==> config.mk <==
export PLATFORM = sky130hd
export DESIGN_NAME = rst_init_seq
export DESIGN_NICKNAME = d
export VERILOG_FILES = /design/src/rtl/rst_init_pkg.sv /design/src/rtl/rst_edge_det.sv /design/src/rtl/half_clk_gen.sv /design/src/rtl/seq_timer.sv /design/src/rtl/seq_fsm.sv /design/src/rtl/rst_init_seq.sv
export SDC_FILE = /design/constraint.sdc
export NUM_CORES = 1
export LEC_CHECK = 0
export BUFFER_PORTS_ARGS = -buffer_cell sky130_fd_sc_hd__buf_2
export CAP_MARGIN = 20
export CORE_ASPECT_RATIO = 1.1
export CORE_MARGIN = 2
export CORE_UTILIZATION = 56
export CTS_CLUSTER_DIAMETER = 100
export CTS_CLUSTER_SIZE = 10
export DETAILED_ROUTE_END_ITERATION = 16
export HOLD_SLACK_MARGIN = 0.02
export PLACE_DENSITY_LB_ADDON = 0.3
export SYNTH_ARGS = -nofsm -noshare
export SYNTH_HDL_FRONTEND = slang
export SYNTH_SLANG_ARGS = --single-unit
==> constraint.sdc <==
create_clock -name clk -period 2.7 [get_ports clk]
set_input_delay 0.27 -clock clk [delete_from_list [all_inputs] [get_ports clk]]
set_output_delay 0.27 -clock clk [all_outputs]
set_load 0.01 [all_outputs]
==> src/rtl/rst_init_pkg.sv <==
package rst_init_pkg;

  typedef enum logic [1:0] {
    RESET_HOLD = 2'd0,
    SELF_TEST  = 2'd1,
    INIT_WAIT  = 2'd2,
    FETCH      = 2'd3
  } seq_state_e;

  localparam int unsigned DLY_MIN = 350;
  localparam int unsigned DLY_MAX = 450;

  // Keep the requested fetch delay inside its legal window.
  function automatic int unsigned clamp_delay(input int unsigned req);
    if (req < DLY_MIN) return DLY_MIN;
    if (req > DLY_MAX) return DLY_MAX;
    return req;
  endfunction

  // Counter width able to hold the larger of two cycle counts.
  function automatic int unsigned cnt_bits(input int unsigned a, input int unsigned b);
    int unsigned m;
    m = (a > b) ? a : b;
    return (m < 2) ? 1 : $clog2(m + 1);
  endfunction

endpackage

==> src/rtl/rst_edge_det.sv <==
module rst_edge_det (
  input  logic clk,
  input  logic rst_in,
  output logic fall_o
);
  logic rst_q;

  always_ff @(posedge clk) begin
    rst_q <= rst_in;
  end

  assign fall_o = rst_q & ~rst_in;
endmodule

==> src/rtl/half_clk_gen.sv <==
module half_clk_gen (
  input  logic clk,
  input  logic hold,
  output logic phase_o
);
  logic ph_q;

  // Held high in reset so the first edge after release is a falling one.
  always_ff @(posedge clk) begin
    if (hold) ph_q <= 1'b1;
    else      ph_q <= ~ph_q;
  end

  assign phase_o = ph_q;
endmodule

==> src/rtl/seq_timer.sv <==
module seq_timer #(
  parameter int unsigned W = 8
) (
  input  logic         clk,
  input  logic         clr,
  input  logic         load,
  input  logic [W-1:0] load_val,
  output logic         zero_o
);
  logic [W-1:0] cnt_q;

  always_ff @(posedge clk) begin
    if (clr)                 cnt_q <= '0;
    else if (load)           cnt_q <= load_val;
    else if (cnt_q != '0)    cnt_q <= cnt_q - 1'b1;
  end

  assign zero_o = (cnt_q == '0);
endmodule

==> src/rtl/seq_fsm.sv <==
module seq_fsm
  import rst_init_pkg::*;
#(
  parameter int unsigned W = 8,
  parameter logic [W-1:0] ST_LOAD  = '0,
  parameter logic [W-1:0] DLY_LOAD = '0
) (
  input  logic         clk,
  input  logic         rst_in,
  input  logic         fall,
  input  logic         busy_n,
  input  logic         tmr_zero,
  output seq_state_e   state_o,
  output logic         tmr_load,
  output logic [W-1:0] tmr_val,
  output logic         st_active,
  output logic         fetch_req,
  output logic         done
);
  seq_state_e state_q, state_d;
  logic       done_q;

  always_comb begin
    state_d  = state_q;
    tmr_load = 1'b0;
    tmr_val  = '0;
    unique case (state_q)
      RESET_HOLD: begin
        if (fall) begin
          tmr_load = 1'b1;
          if (!busy_n) begin
            state_d = SELF_TEST;
            tmr_val = ST_LOAD;
          end else begin
            state_d = INIT_WAIT;
            tmr_val = DLY_LOAD;
          end
        end
      end
      SELF_TEST: begin
        if (tmr_zero) begin
          state_d  = INIT_WAIT;
          tmr_load = 1'b1;
          tmr_val  = DLY_LOAD;
        end
      end
      INIT_WAIT: begin
        if (tmr_zero) state_d = FETCH;
      end
      FETCH: state_d = FETCH;
      default: state_d = RESET_HOLD;
    endcase
  end

  always_ff @(posedge clk) begin
    if (rst_in) begin
      state_q <= RESET_HOLD;
      done_q  <= 1'b0;
    end else begin
      state_q <= state_d;
      if (state_q == FETCH) done_q <= 1'b1;
    end
  end

  assign state_o   = state_q;
  assign st_active = (state_q == SELF_TEST);
  assign fetch_req = (state_q == FETCH) && !done_q;
  assign done      = done_q;
endmodule

==> src/rtl/rst_init_seq.sv <==
module rst_init_seq
  import rst_init_pkg::*;
#(
  parameter int unsigned ST_CYCLES   = (1 << 20) + 60,
  parameter int unsigned FETCH_DELAY = 400,
  parameter int unsigned ADDR_W      = 32,
  parameter logic [ADDR_W-1:0] RESET_VECTOR = ADDR_W'(32'hFFFF_FFF0)
) (
  input  logic              clk,
  input  logic              rst_in,
  input  logic              busy_n,
  output logic              half_clk,
  output logic              st_active,
  output logic              fetch_req,
  output logic [ADDR_W-1:0] fetch_addr,
  output logic              done
);
  localparam int unsigned DLY_EFF = clamp_delay(FETCH_DELAY);
  localparam int unsigned ST_EFF  = (ST_CYCLES < 1) ? 1 : ST_CYCLES;
  localparam int unsigned CW      = cnt_bits(ST_EFF, DLY_EFF);
  localparam logic [CW-1:0] ST_LOAD  = CW'(ST_EFF - 1);
  localparam logic [CW-1:0] DLY_LOAD = CW'(DLY_EFF - 1);

  logic          fall_evt;
  logic          tmr_zero;
  logic          tmr_load;
  logic [CW-1:0] tmr_val;
  seq_state_e    state_q;

  rst_edge_det u_edge (
    .clk    (clk),
    .rst_in (rst_in),
    .fall_o (fall_evt)
  );

  half_clk_gen u_phase (
    .clk     (clk),
    .hold    (rst_in),
    .phase_o (half_clk)
  );

  seq_timer #(.W(CW)) u_tmr (
    .clk      (clk),
    .clr      (rst_in),
    .load     (tmr_load),
    .load_val (tmr_val),
    .zero_o   (tmr_zero)
  );

  seq_fsm #(.W(CW), .ST_LOAD(ST_LOAD), .DLY_LOAD(DLY_LOAD)) u_fsm (
    .clk       (clk),
    .rst_in    (rst_in),
    .fall      (fall_evt),
    .busy_n    (busy_n),
    .tmr_zero  (tmr_zero),
    .state_o   (state_q),
    .tmr_load  (tmr_load),
    .tmr_val   (tmr_val),
    .st_active (st_active),
    .fetch_req (fetch_req),
    .done      (done)
  );

  assign fetch_addr = fetch_req ? RESET_VECTOR : '0;
endmodule

# ---- Word level (Yosys, flattened, before mapping)
# Index checks and enable logic that the tools add are counted.
dict set report totals {
  ff_bits 26
  output_inout_bits 36
  in_bits 3
  elab_cells 37
}
dict set report op_classes {
  eq_ne 6
  bitwise_logic 3
  n_mux 15
  n_reduce_logical 7
  addsub 1
}
# cell count
set op_table {}
lappend op_table {{2-to-1 mux 21 bit} 4}
lappend op_table {{one-hot mux 21 bit (2 select lines)} 1}
lappend op_table {{2-to-1 mux 32 bit} 1}
lappend op_table {{logical NOT 21 bit} 1}
lappend op_table {{nonzero test 21 bit} 1}
lappend op_table {{subtractor 21 x 1 -> 21 bit, second input constant} 1}
lappend op_table {{2-to-1 mux 9 bit} 1}
lappend op_table {{2-to-1 mux 2 bit} 4}
lappend op_table {{one-hot mux 2 bit (4 select lines)} 1}
lappend op_table {{equality test 2 bit, second input constant} 2}
lappend op_table {{inequality test 2 bit, second input constant} 2}
lappend op_table {{AND reduction 3 bit} 1}
lappend op_table {{equality test 2 x 1 -> 1 bit, second input constant} 1}
lappend op_table {{logical NOT 2 bit} 1}
lappend op_table {{2-to-1 mux 1 bit} 2}
lappend op_table {{inequality test 2 x 1 -> 1 bit, second input constant} 1}
lappend op_table {{NOT 1 bit} 2}
lappend op_table {{one-hot mux 1 bit (2 select lines)} 1}
lappend op_table {{nonzero test 2 bit} 1}
lappend op_table {{bitwise AND 1 bit} 1}
lappend op_table {{logical AND 1 bit} 1}
lappend op_table {{logical NOT 1 bit} 1}

# ---- Depth between registers and ports, before layout
dict set report logic_depth {
  word_depth 5
  depth_mapped 7
  mapped_depth_nobuf 7
}

# ---- Cells and area by module
# Synthesis repeated with hierarchy kept, for this count alone.
dict set report unflattened {
  hier_cells 216
  hier_area_um2 1760.4
}
# module n_inst seq_area_each_um2 cells_each area_each_um2
set modules_own_cells {}
lappend modules_own_cells {seq_timer 1 420.4 140 1157.4}
lappend modules_own_cells {seq_fsm 1 60.1 39 299.0}
lappend modules_own_cells {rst_init_seq 1 0.0 33 244.0}
lappend modules_own_cells {rst_edge_det 1 20.0 2 33.8}
lappend modules_own_cells {half_clk_gen 1 20.0 2 26.3}

# ---- Least setup slack after synthesis
# OpenSTA, ideal clock, no wires.
dict set report synth_path {
  path_kind {flip-flop to output port}
  startpoint {reg u_fsm.state_q[1] (netlist: u_fsm.state_o[1])}
  endpoint {out fetch_addr[10]}
  slack_ps 673
  t_required_ps 2430
  path_buffers 1
  stages_incl_launch_ff 4
  t_arrival_ps 1757
  path_cell_list {dfxtp_1 nand2_1 nor2_1 buf_4}
}
dict set report synth_between {
  elab_chain_len 3
}
# item line_no
set synth_rtl {}
lappend synth_rtl {{start: declaration} seq_fsm.sv:20} ;# seq_state_e state_q, state_d;
lappend synth_rtl {{start signal: assignment} seq_fsm.sv:60} ;# state_q <= state_d;
lappend synth_rtl {{equality test 2 bit} seq_fsm.sv:67} ;# assign fetch_req = (state_q == FETCH) && !done_q;
lappend synth_rtl {{logical AND 1 bit} seq_fsm.sv:67}
lappend synth_rtl {{net fetch_req} rst_init_seq.sv:14} ;# output logic fetch_req,
lappend synth_rtl {{2-to-1 mux 32 bit} rst_init_seq.sv:64} ;# assign fetch_addr = fetch_req ? RESET_VECTOR : '0;
lappend synth_rtl {{end: declaration} rst_init_seq.sv:15} ;# output logic [ADDR_W-1:0] fetch_addr,
# The timed path passes the listed nets, and every way through them passes these cells.

# ---- Worst setup path after layout
dict set report layout_path {
  startpoint {reg u_tmr.cnt_q[0]}
  endpoint {reg u_tmr.cnt_q[13]}
}
dict set report layout_between {
  elab_chain_len 4
  elab_cells_between_ends 8
}
# item line_no
set layout_rtl {}
lappend layout_rtl {{start: declaration} seq_timer.sv:10} ;# logic [W-1:0] cnt_q;
lappend layout_rtl {{start signal: assignment} seq_timer.sv:14} ;# else if (load) cnt_q <= load_val;
lappend layout_rtl {{start signal: assignment} seq_timer.sv:15} ;# else if (cnt_q != '0) cnt_q <= cnt_q - 1'b1;
lappend layout_rtl {{parallel branches: the longest is 4 deep, another holds subtractor 21 x 1 -> 21 bit} --}
# Several ways; the timed one is not identified. The select of a mux whose other input is x is not followed.
# A chain may end at the register's enable or synchronous reset.

==> summary.md <==
| Metric | Value |
|---|---|
| Status | complete, no violations |
| Final setup vio count | 0 |
| Crit path kind | reg -> reg |
| Growth of design area from synthesis to finish | 1.912% |
| Slew Limit Fails | 0 |
| R2r startpoint | u_tmr.cnt_q[0] |
| N_diodes | 0 |
| Final hold violations | 0 |
| R2r worst-path depth | 7 |
| Iteration-0 DRC Markers | 20 |
| Fin nets | between 150 and 200 |
| Final Non-Filler Cells | approximately 220 |
| Grt total ovfl | 0 |
| RSZ-0062 raised after global routing | false |
| Initial core utilization | about 60% |
| Top cell type's share of synthesized area | approximately a third |
| Number of port buffers | 34 |
| Row count | 19 |
| Drt wl/cell | about 14 µm |
| Die width | 53.43 µm |
| Worst Max-Slew Pin Slew | 0.5011 ns |
| Crit. End Element | flip-flop |
| Rel. slew slack | between 60 and 70% |
| Crit path DAT | between 2 and 3 ns |
| Die area | 3119 µm² |
| Most frequent cells in the layout | buf_2, dfxtp_1, nor2_1 |
| Tcrit/Tclk final | between 80 and 90% |
| Asr flop ratio synth | 0% |
| Via count | ~1200 |
| CTS Sinks | 26 |
| Critical Path Fanout Max | 6 |
| RePlAce Congestion | ~0.79 |
| # IOs | 39 |
| Overall routing resource usage | between 20% and 30% |
| Number of synthesized flops with an enable pin | 0 |
| Gate Count Post-Synth | between 150 and 200 |
| Post-Route WL | 3091 µm |
| Commonest non-fill, non-tap cell in the layout | buf_2 |
| Share of cells above drive strength 1 | ~24% |
| Root Buffer | clkbuf_4 |
| Startpoint class of the critical path | flip-flop |
| Setup Buffers After CTS | 0 |
| DRT Pass-1 Iters | 5 |
| Clock-pin slew on the worst setup and hold paths | roughly 0.14 ns |
| Period minus WS final | 2.293 ns |
| R2r endpoint | u_tmr.cnt_q[13] |
| Pwr per Cell Area | ~1200 nW/µm² |
| Area of the core | 2520 µm² |
| Vias in the first global route | ~1100 |
| Leak | about 0.71 nW |
| Die H | 58.38 µm |
| Yosys warns | 0 |
| Worst skew pair latency | approximately 0.33 ns |
| Placed wire-length estimate | approximately 2200 µm |
| CTS Buffer Depth | 2 |
| # DRC | 0 |
| Synth unique cells | 40 |
| CTS resizes | 0 |
| DP Cell Count | 213 |
| Hold path cells | 1 |
| Total CTS buffers | 3 |
| Min-Delay Path Class | in -> reg |
| ANT nets after route | 0 |
| Main area contributors after synthesis | dfxtp_1, buf_4, nor2_1, xor2_1, nand2_1 |
| Skew final | just under 0.01 ns |
| Syn avg cell area | between 8 and 9 µm² |
| Data required, critical path | 2.93 ns |
| TritonCTS clock tree | yes |
| Flop and latch count out of synthesis | 26 |
| Total negative slack | 0 ns |
| Pin count of the biggest net entering global routing | 30 |
| Worst Hold End | u_edge.rst_q |
| Hold-fix buffers at CTS | 0 |
| Synthesized area | approximately 1500 µm² |
| R2r setup slk | 0.41 ns |
| VDD IR max | just over 0.0008 V |
| Max cap viols | 0 |
| Peak Freq | 436.1 MHz |
| Leading area contributor after synthesis | dfxtp_1 |
| Vias per inst | 5.567 |
| Sequential area share after synthesis | roughly a third |
| Ys flop type | dfxtp_1 |
| H-Tree Depth | 1 |
| First-pass GRT wire length | 4954 µm |
| Hold Startpoint | rst_in |
| Initial antenna violation count | 0 |
## synth_stat cells, types with 2 or more instances
| library cell | instances |
|---|---|
| buf_4 | 32 |
| a21oi_1 | 9 |
| nand2_1 | 14 |
| xor2_1 | 8 |
| nand2b_1 | 4 |
| nand4b_1 | 2 |
| xnor2_1 | 2 |
| clkbuf_1 | 3 |
| mux2i_1 | 2 |
| nor2_1 | 20 |
| a311oi_1 | 2 |
| nor4_1 | 2 |
| o21ai_0 | 3 |
| o31ai_1 | 3 |
| nand3_1 | 2 |
| o211ai_1 | 2 |
| inv_1 | 2 |
| nand4_1 | 2 |
| nor3b_2 | 2 |
| or3_1 | 8 |
| or4_1 | 3 |
| nor3_1 | 9 |
| dfxtp_1 | 26 |
## where the power goes
group	total, mW	leakage (nW)	switching, mW	internal, mW
logic	0.874	0.464	0.510	0.364
clock network	0.268	0.0279	0.118	0.150
registers	0.664	0.213	0.162	0.502
## flip-flops by register name, indices dropped and copies added (netlist names)
name / count
u_tmr.cnt_q: 21
u_fsm.state_o: 2
u_edge.rst_q: 1
u_fsm.done: 1
u_phase.phase_o: 1
## final cells by class
| type | count | area (µm²) |
|---|---|---|
| clock buffer | 3 | 22.52 |
| clock inverter | 1 | 30.03 |
| fill | 238 | 985.9 |
| inverter | 2 | 7.507 |
| multi-input combinational | 119 | 737.0 |
| sequential | 26 | 520.5 |
| tap | 31 | 38.79 |
| timing repair buffer | 35 | 177.7 |
## stage by stage
step | instance area (µm²) | util (%) | worst slack (ns) | total power [mW] | hold slack (ns)
finish | 1534 | 60.87 | 0.4069 | 1.806 | 0.1753
global route | 1534 | 60.87 | 0.2648 | 1.942 | 0.1660
CTS | 1534 | 60.87 | 0.4567 | 1.802 | 0.1703
detailed placement | 1481 | 58.79 | 0.5019 | 1.511 | 0.3838
global placement | 1481 | 58.79 | 0.6348 | 1.480 | 0.3794
floorplan | 1516 | - | 0.6725 | 1.352 | 0.2977
## logic make-up after synthesis
| kind of cell | count (synthesis) | synth area share [%] |
|---|---|---|
| muxes | 2 | 1.330 |
| AOI/OAI and AO/OA | 25 | 10.81 |
| other | 1 | 0.2491 |
| buffers and inverters | 37 | 17.21 |
| and+or+nand+nor | 77 | 29.18 |
| adders and majority gates | 1 | 0.8311 |
| DFF | 26 | 34.58 |
| xor gates and xnor gates | 10 | 5.819 |
## worst max-delay path: stages, from the launching register on
cell and delay, ns:
dfxtp_1 0.38, inv_1 0.08, ha_1 0.20, nor4b_1 0.45, nand4_1 0.33, nor2_1 0.45, a21o_1 0.25, nor2_1 0.07
## worst max-delay path by stage
stage	to	slack (ns)	cells past startpoint	from
3_3_place_gp	u_tmr.cnt_q[13]	0.63	7	u_tmr.cnt_q[0]
6_report	u_tmr.cnt_q[13]	0.41	7	u_tmr.cnt_q[0]
4_1_cts	u_tmr.cnt_q[13]	0.46	7	u_tmr.cnt_q[0]
5_1_grt	u_tmr.cnt_q[13]	0.26	7	u_tmr.cnt_q[0]
2_1_floorplan	fetch_addr[10]	0.67	3	u_fsm.state_o[1]
3_5_place_dp	u_tmr.cnt_q[13]	0.50	7	u_tmr.cnt_q[0]
## per-layer routing
layer,global-route usage [%],vias up,wire length [µm]
met5,0,-,0
met4,9.890,0,71
met3,6.091,9,147
met2,35.63,38,1544
met1,26.05,552,1327
li1,-,609,-
Note: power is estimated with default switching activity, not from simulation.
